File: src/rtl/tbase_switch.sv
module tbase_switch #(
  parameter int unsigned SEC_W       = 32,
  parameter int unsigned CYC_PER_SEC = 125_000_000,
  localparam int unsigned CYC_W      = $clog2(CYC_PER_SEC)
) (
  input  logic             clk,
  input  logic             rst_n,
  input  logic [SEC_W-1:0] ext_sec,
  input  logic [CYC_W-1:0] ext_cyc,
  input  logic             ext_link_up,
  input  logic             ext_time_ok,
  input  logic             sync_req,
  input  logic             sync_cancel,
  input  logic             irq_clr,
  output logic [SEC_W-1:0] sec_o,
  output logic [CYC_W-1:0] cyc_o,
  output logic             st_locked,
  output logic             st_wait,
  output logic             ev_gain,
  output logic             ev_loss,
  output logic             irq
);
  localparam logic [CYC_W-1:0] CYC_LAST = CYC_W'(CYC_PER_SEC - 1);

  typedef enum logic [1:0] {S_LOCAL, S_WAIT, S_LOAD, S_LOCKED} mode_t;
  mode_t st, nxt;

  logic qual, take_ext, gain_hit, loss_hit;
  wire  wrap = (cyc_o == CYC_LAST);
  assign qual = ext_link_up & ext_time_ok;

  always_comb begin
    nxt      = st;
    take_ext = 1'b0;
    gain_hit = 1'b0;
    loss_hit = 1'b0;
    case (st)
      S_LOCAL:  if (sync_req) nxt = S_WAIT;
      S_WAIT:   if (sync_cancel) nxt = S_LOCAL;
                else if (qual) nxt = S_LOAD;
      S_LOAD:   if (sync_cancel) nxt = S_LOCAL;
                else if (qual) begin
                  nxt = S_LOCKED; take_ext = 1'b1; gain_hit = 1'b1;
                end else nxt = S_WAIT;
      S_LOCKED: if (!ext_link_up) begin
                  nxt = S_LOCAL; loss_hit = 1'b1;
                end else take_ext = 1'b1;
      default:  nxt = S_LOCAL;
    endcase
  end

  always_ff @(posedge clk or negedge rst_n) begin
    if (!rst_n) begin
      st      <= S_LOCAL;
      sec_o   <= '0;
      cyc_o   <= '0;
      ev_gain <= 1'b0;
      ev_loss <= 1'b0;
    end else begin
      st <= nxt;
      if (take_ext) begin
        sec_o <= ext_sec;
        cyc_o <= ext_cyc;
      end else begin
        cyc_o <= wrap ? '0 : cyc_o + 1'b1;
        if (wrap) sec_o <= sec_o + 1'b1;
      end
      ev_gain <= (ev_gain & ~irq_clr) | gain_hit;
      ev_loss <= (ev_loss & ~irq_clr) | loss_hit;
    end
  end

  assign st_locked = (st == S_LOCKED);
  assign st_wait   = (st == S_WAIT) || (st == S_LOAD);
  assign irq       = ev_gain | ev_loss;
endmodule

File: config.mk
export PLATFORM = sky130hd
export DESIGN_NAME = tbase_switch
export DESIGN_NICKNAME = d
export VERILOG_FILES = /design/src/rtl/tbase_switch.sv
export SDC_FILE = /design/constraint.sdc
export NUM_CORES = 1
export LEC_CHECK = 0
export BUFFER_PORTS_ARGS = -buffer_cell sky130_fd_sc_hd__buf_2
export CELL_PAD_IN_SITES_DETAIL_PLACEMENT = 0
export CELL_PAD_IN_SITES_GLOBAL_PLACEMENT = 2
export CORE_MARGIN = 2
export CORE_UTILIZATION = 28
export CTS_BUF_LIST = sky130_fd_sc_hd__clkbuf_16
export DETAILED_ROUTE_END_ITERATION = 10
export GPL_ROUTABILITY_DRIVEN = 0
export PLACE_DENSITY_LB_ADDON = 0.1
export SLEW_MARGIN = 10
export SYNTH_ARGS = -nofsm -noshare
export SYNTH_HDL_FRONTEND = slang
export SYNTH_SLANG_ARGS = --single-unit
export TNS_END_PERCENT = 50
File: constraint.sdc
create_clock -name clk -period 2.7 [get_ports clk]
set_input_delay 0.54 -clock clk [delete_from_list [all_inputs] [get_ports clk]]
set_output_delay 0.54 -clock clk [all_outputs]
set_load 0.005 [all_outputs]
==> results of run 1 <==
==> worst max-delay path, delay by kind of cell (launching register included) <==
family                     cells  cell delay [ns]
and+or+nand+nor                3             1.01
adders and majority gates      1             0.23
AOI/OAI and AO/OA              2             0.72
DFF                            1             0.34
==> through the flow <==
step / power (W) / hold slack, ns / setup slack [ns] / utilization / instances
3_3_place_gp: 0.00384 / 0.532 / 0.330 / 0.359 / 756
2_1_floorplan: 0.00291 / 0.244 / 0.212 / - / 453
5_1_grt: 0.00534 / 0.264 / 0.110 / 0.380 / 772
3_5_place_dp: 0.00387 / 0.543 / 0.276 / 0.359 / 756
6_report: 0.00492 / 0.220 / 0.272 / 0.380 / 772
4_1_cts: 0.00501 / 0.242 / 0.255 / 0.380 / 772
==> sequential cells by signal, indices dropped and copies added (netlist names) <==
register,count
ev_gain,1
st,2
cyc_o,27
sec_o,32
ev_loss,1
==> cells in the mapped netlist (all sizes together), types with 3 or more instances <==
| master | number |
|---|---|
| nand4 | 22 |
| clkbuf | 20 |
| o21ai | 38 |
| a21oi | 5 |
| and2 | 6 |
| ha | 6 |
| and4 | 7 |
| dfrtp | 63 |
| nor4b | 3 |
| nor2 | 22 |
| o31ai | 6 |
| xnor2 | 23 |
| inv | 11 |
| o211ai | 8 |
| and3 | 10 |
| or4 | 3 |
| nand4b | 4 |
| a31oi | 4 |
| xor2 | 18 |
| nand3 | 20 |
| mux2i | 3 |
| nor3 | 8 |
| nand2 | 100 |
| nor4 | 24 |
==> cells by family (layout without fill, tap and decap cells) <==
logic type | Yosys count | count (layout)
AO/OA/AOI/OAI | 70 | 70
XOR/XNOR | 41 | 41
buffers and inverters | 33 | 176
multiplexers | 3 | 3
flip-flops | 63 | 63
AND/OR/NAND/NOR | 237 | 237
adder cells (fa/ha/maj) | 6 | 6
==> metal layers <==
| layer | vias up | wire, microns | track usage |
|---|---|---|---|
| met2 | 106 | 5500 | 0.276 |
| li1 | 1908 | - | - |
| met3 | 10 | 647 | 0.0368 |
| met1 | 1809 | 6050 | 0.244 |
| met4 | 0 | 170 | 0.0589 |
| met5 | - | 0 | 0 |
==> power groups by stage <==
stage          Clock [W]  Sequential (W)  Combinational (W)
6_report         0.00111         0.00202            0.00179
5_1_grt          0.00119         0.00212            0.00203
4_1_cts          0.00115         0.00203            0.00184
3_5_place_dp           0         0.00204            0.00183
3_3_place_gp           0         0.00203            0.00181
2_1_floorplan          0         0.00190            0.00101
==> layout make-up <==
cell class | count | area (sq um)
Fill cell | 1444 | 8210
Multi-Input combinational cell | 357 | 2090
Sequential cell | 63 | 1580
Clock buffer | 9 | 225
Inverter | 11 | 41.3
Tap cell | 176 | 220
Clock inverter | 7 | 55.1
Timing Repair Buffer | 149 | 821
==> worst paths after layout <==
path                               start        end  slack, ns  cells past startpoint
worst max-delay path            cyc_o[0]  sec_o[29]       0.27                      6
worst min-delay path               rst_n  cyc_o[13]       0.22                      2
worst max register to register  cyc_o[0]  sec_o[29]       0.27                      6
worst min register to register   ev_loss    ev_loss       0.55                      2
max in group asynchronous          rst_n  sec_o[25]       2.18                      2
min in group clk                 irq_clr    ev_loss       0.39                      2
==> results.txt, run 1 <==
----------------------------------------------------
[Outcome]
  Run status ... complete, no violations

[Pwr]
  Switching share of power ... 0.394
  Maximum VDD drop ... 0.294 mV
  Fraction of power consumed by sequential logic ... 0.411
  Logic pwr share ... 0.364
  Cell Pwr Density ... 978 nW/um^2
  Clock share of power ... 0.225
  Standby leakage power ... 2.10 nW
  Net Sw Power ... 0.00194 W
  Internal Power ... 0.00298 W

[Finish]
  Final Cell Area ... 5030 sq um
  Commonest cells after routing, fill and taps aside ... 129 x sky130_fd_sc_hd__buf_2, 100 x sky130_fd_sc_hd__nand2_1, 63 x sky130_fd_sc_hd__dfrtp_1
  Antenna cell count ... 0
  Share of layout cells above drive strength 1 ... 0.279
  Most common cell after layout, fill and taps aside ... sky130_fd_sc_hd__buf_2
  Area growth from synthesis to final layout ... 32.8%
  Number of nets at the end of the flow ... 663

[GRT]
  Number of antenna violations at the first check in global routing ... 0
  Largest net degree at the start of global routing ... 64
  Total congestion overflow after global routing ... 0
  Vias in the first global route ... 3823
  Combined global-route utilization of all metal layers ... 0.177
  Wire length of the first global-routing pass ... 20000 microns

[Route]
  Routed Antenna Nets ... 0
  Violation count after the first detailed-route iteration ... 243
  Wire length per cell after detailed routing ... 16.0 microns
  Post-DR vias/cell ... 4.97
  Via Count ... 3833
  Number of remaining DRC errors ... 0
  DRT Wirelength ... 12400 microns
  Pre-antenna DRT Iters ... 5

[Synthesis]
  Share of Yosys cell area claimed by the top area cell type ... 0.416
  Warnings, synthesis ... 0
  Mapped Area ... 3790 sq um
  Number of flops mapped to enable cells by yosys ... 0
  FFs w/ async S/R, synth ... 1.00
  Cell type with the highest aggregate area in the netlist ... sky130_fd_sc_hd__dfrtp_1
  Most used flip-flop cell after synthesis ... sky130_fd_sc_hd__dfrtp_1
  Post-Syn Nets ... 525
  Post-synthesis area per instance ... 8.36 sq um
  Area fraction in and, or, nand and nor cells after synthesis ... 0.317
  Number of distinct library cell variants in the gate-level netlist after synthesis ... 44
  Synth Area in XOR/XNOR ... 0.0948
  Sequential cell area fraction in the yosys report ... 0.416
  Post-synthesis compound-gate area fraction ... 0.111
  Seq cells post-synth ... 63
  Post-Synth Adder-Cell Area ... 0.0198
  Mux share of post-synthesis cell area ... 0.00793
  Cell count after synthesis ... 453
  Largest family of logic cells by synthesized area ... simple AND/OR/NAND/NOR gates
  Top post-synthesis cells by area ... sky130_fd_sc_hd__dfrtp_1 42%, sky130_fd_sc_hd__nand2_1 9.9%, sky130_fd_sc_hd__xnor2_1 5.3%, sky130_fd_sc_hd__o21ai_0 4.9%, sky130_fd_sc_hd__xor2_1 4.2%

[Place]
  Number of port buffers ... 129
  Detailed placer's ending HPWL ... 9270 microns
  Area after detailed placement ... 4750 sq um

[Floorplanning]
  Effective utilization at floorplan ... 0.286
  Num rows ... 42
  Total die area ... 14500 sq um
  Core Box Area ... 13200 sq um
  Die X ... 120 microns
  Chip Height ... 120 microns
  Top-level I/O count ... 130

[Clocking]
  Sink Count ... 63
  Maximum buffer depth of the clock tree ... 2
  TritonCTS clock tree ... yes
  Reg clk slew, reported paths ... 0.05 ns
  Post CTS Setup Buffer Count ... 0
  H-Tree Level Count ... 3
  Post-CTS Hold Fix Bufs ... 0
  # resized after CTS ... 0
  Clock latency of the later-clocked register in the worst-skew pair ... 0.33 ns
  Clock tree root buffer cell ... sky130_fd_sc_hd__clkbuf_16
  Number of clock buffers inserted by TritonCTS ... 9

[Critical path]
  Startpoint type of the worst setup path ... flip-flop
  Critical path data required time ... 2.92 ns
  Capturing element type of the critical path ... flip-flop
  Critical-path top delay cell ... sky130_fd_sc_hd__or4_1
  Data arrival time of the worst path ... 2.64 ns
  Cell breakdown of the critical path ... ha_1 -> nand2_1 -> or4_1 -> or2_0 -> o41a_1 -> o31a_1
  CP Max Fanout ... 6
  Crit-path max cell delay ... 0.55 ns
  Path type of the worst setup path ... flip-flop to flip-flop

[Hold path]
  Type of the worst min-delay path ... input port to async pin

[Timing]
  Final number of max-transition violations ... 0
  Largest clock skew in the final design ... 0.00435 ns
  Upper clock frequency limit ... 412 MHz
  Unrepaired setup endpoints after global routing ... false
  Finish-stage setup viols ... 0
  Max-slew headroom ... 0.542
  Hold Violations, Final ... 0
  Minimum clock period after layout ... 2.43 ns
  Total negative slack for setup checks ... 0 ns
  Slew of the pin with the lowest slew margin ... 0.682 ns
  Post-route clock period utilization ... 0.899

[Run]
  Number of max-cap violations ... 0

----------------------------------------------------
Power figures use the tool's default switching activity.
==> run 2, diff against run 1 <==
CORE_UTILIZATION = 27   (was 28)
==> results.txt, run 2 (synthesis results as in run 1) <==
----------------------------------------------------
[Place]
  Detailed placer's ending HPWL ... 9510 microns (+2.5%)
  Number of port buffers ... 129 (unchanged)

[Finish]
  Most common cell after layout, fill and taps aside ... sky130_fd_sc_hd__buf_2
  Register bank with the most flops ... sec_o
  Flip-flop count of the largest register, all copies and words added ... 32 (unchanged)
  Area growth from synthesis to final layout ... 32.1%
  Antenna cell count ... 0 (unchanged)
  Number of nets at the end of the flow ... 663 (unchanged)
  Share of layout cells above drive strength 1 ... 0.273 (-0.00503)
  Area of all sequential standard cells ... 1580 sq um (unchanged)
  Number of filler cells placed in the layout ... 1539 (+6.6%)
  Registers with the most flip-flops ... sec_o x32, cyc_o x27, st x2
  Commonest cells after routing, fill and taps aside ... 129 x sky130_fd_sc_hd__buf_2, 100 x sky130_fd_sc_hd__nand2_1, 63 x sky130_fd_sc_hd__dfrtp_1
  Core utilization of the finished layout ... 0.363 (-0.0164)
  Area of combinational cells with multiple inputs ... 2090 sq um (unchanged)

[Route]
  Pre-antenna DRT Iters ... 4 (-1)
  DRT Wirelength ... 12800 microns (+3.2%)
  Routed Antenna Nets ... 0 (unchanged)
  Post-DR vias/cell ... 4.97 (about the same)
  Violation count after the first detailed-route iteration ... 185 (-24%)
  Number of remaining DRC errors ... 0 (unchanged)
  Wire length per cell after detailed routing ... 16.5 microns (+2.7%)
  Via Count ... 3854 (+0.55%)

[Clocking]
  Post-CTS Hold Fix Bufs ... 0 (unchanged)
  # resized after CTS ... 0 (unchanged)
  Clock latency of the later-clocked register in the worst-skew pair ... 0.34 ns (about the same)
  Reg clk slew, reported paths ... 0.05 ns (about the same)
  Maximum buffer depth of the clock tree ... 2 (unchanged)
  TritonCTS clock tree ... yes
  Sink Count ... 63 (unchanged)
  Clock tree root buffer cell ... sky130_fd_sc_hd__clkbuf_16
  Post CTS Setup Buffer Count ... 0 (unchanged)
  H-Tree Level Count ... 3 (unchanged)
  Number of clock buffers inserted by TritonCTS ... 9 (unchanged)

[Critical path]
  Startpoint type of the worst setup path ... flip-flop
  Cell breakdown of the critical path ... ha_1 -> nand2_1 -> or4_1 -> or2_0 -> o41a_1 -> o31a_1
  Critical path data required time ... 2.92 ns (about the same)
  Path type of the worst setup path ... flip-flop to flip-flop
  Crit-path max cell delay ... 0.54 ns (about the same)
  CP Max Fanout ... 6 (unchanged)
  Capturing element type of the critical path ... flip-flop
  Data arrival time of the worst path ... 2.73 ns (+0.09 ns)
  Critical-path top delay cell ... sky130_fd_sc_hd__or4_1

[Run]
  Number of max-cap violations ... 0 (unchanged)

[Timing]
  Upper clock frequency limit ... 399 MHz (-3.2%)
  Finish-stage setup viols ... 0 (unchanged)
  Post-route clock period utilization ... 0.929 (+0.0301)
  Final number of max-transition violations ... 0 (unchanged)
  Total negative slack for setup checks ... 0 ns (unchanged)
  Hold Violations, Final ... 0 (unchanged)
  Minimum clock period after layout ... 2.51 ns (+0.0812 ns)
  Largest clock skew in the final design ... 0.00867 ns (+0.00432 ns)
  Unrepaired setup endpoints after global routing ... false
  Max-slew headroom ... 0.495 (-0.0463)
  Slew of the pin with the lowest slew margin ... 0.751 ns (+0.0690 ns)

[Floorplanning]
  Die X ... 122 microns (+1.8%)
  Num rows ... 43 (+2.4%)
  Core Box Area ... 13800 sq um (+4.0%)
  Chip Height ... 122 microns (+1.8%)
  Total die area ... 15000 sq um (+3.6%)
  Effective utilization at floorplan ... 0.275 (-0.0110)
  Top-level I/O count ... 130 (unchanged)

[GRT]
  Total congestion overflow after global routing ... 0 (unchanged)
  Number of antenna violations at the first check in global routing ... 0 (unchanged)
  Vias in the first global route ... 3704 (-3.1%)
  Combined global-route utilization of all metal layers ... 0.177 (-0.000246)
  Largest net degree at the start of global routing ... 64 (unchanged)
  Wire length of the first global-routing pass ... 20500 microns (+2.1%)

[Pwr]
  Cell Pwr Density ... 968 nW/um^2 (-1.1%)
  Maximum VDD drop ... 0.302 mV (+2.8%)
  Standby leakage power ... 2.10 nW (about the same)

[Hold path]
  Type of the worst min-delay path ... input port to async pin

[Outcome]
  Run status ... complete, no violations

----------------------------------------------------
[run 2: worst max-delay path, delay by kind of cell (launching register included)]
family          cells  cell delay, ns
compound gates      2            0.71
fa+ha+maj           1            0.27
flops               1            0.41
simple gates        3            0.99
[run 2: routing by layer]
metal  wire length (microns)  GRT usage  up-vias
met5                       0          0        -
met4                     242     0.0661        0
met3                     765     0.0376       17
met2                    5650      0.265       96
met1                    6120      0.249     1838
li1                        -          -     1903
[run 2: final cells by class]
type                            count  share of cell area
Multi-Input combinational cell    357               0.418
Inverter                           11             0.00825
Sequential cell                    63               0.315
Clock inverter                      7             0.00525
Timing Repair Buffer              149               0.164
Tap cell                          180              0.0450
Clock buffer                        9              0.0450
[run 2: worst paths after layout]
kind / from / end / slack, ns / cells after the start
max: cyc_o[1] / sec_o[29] / 0.19 / 6
min: rst_n / cyc_o[15] / 0.22 / 2
max reg2reg: cyc_o[1] / sec_o[29] / 0.19 / 6
min reg2reg: ev_gain / ev_gain / 0.55 / 2
max in group asynchronous: rst_n / sec_o[6] / 2.17 / 2
min in group clk: irq_clr / ev_loss / 0.39 / 2
[run 2: where the power goes]
part | internal [W] | switching [W] | total, W
Clock | 0.000597 | 0.000412 | 0.00101
Combinational | 0.000903 | 0.000884 | 0.00179
Sequential | 0.00138 | 0.000667 | 0.00205
[run 2: stage by stage]
stage	setup slack [ns]	power [W]	area, sq um	hold slack (ns)	cells
2_1_floorplan	0.212	0.00291	3790	0.244	453
3_3_place_gp	0.280	0.00384	4750	0.531	760
3_5_place_dp	0.205	0.00388	4750	0.546	760
4_1_cts	0.192	0.00492	5010	0.229	776
5_1_grt	0.0394	0.00527	5010	0.259	776
6_report	0.191	0.00484	5010	0.219	776
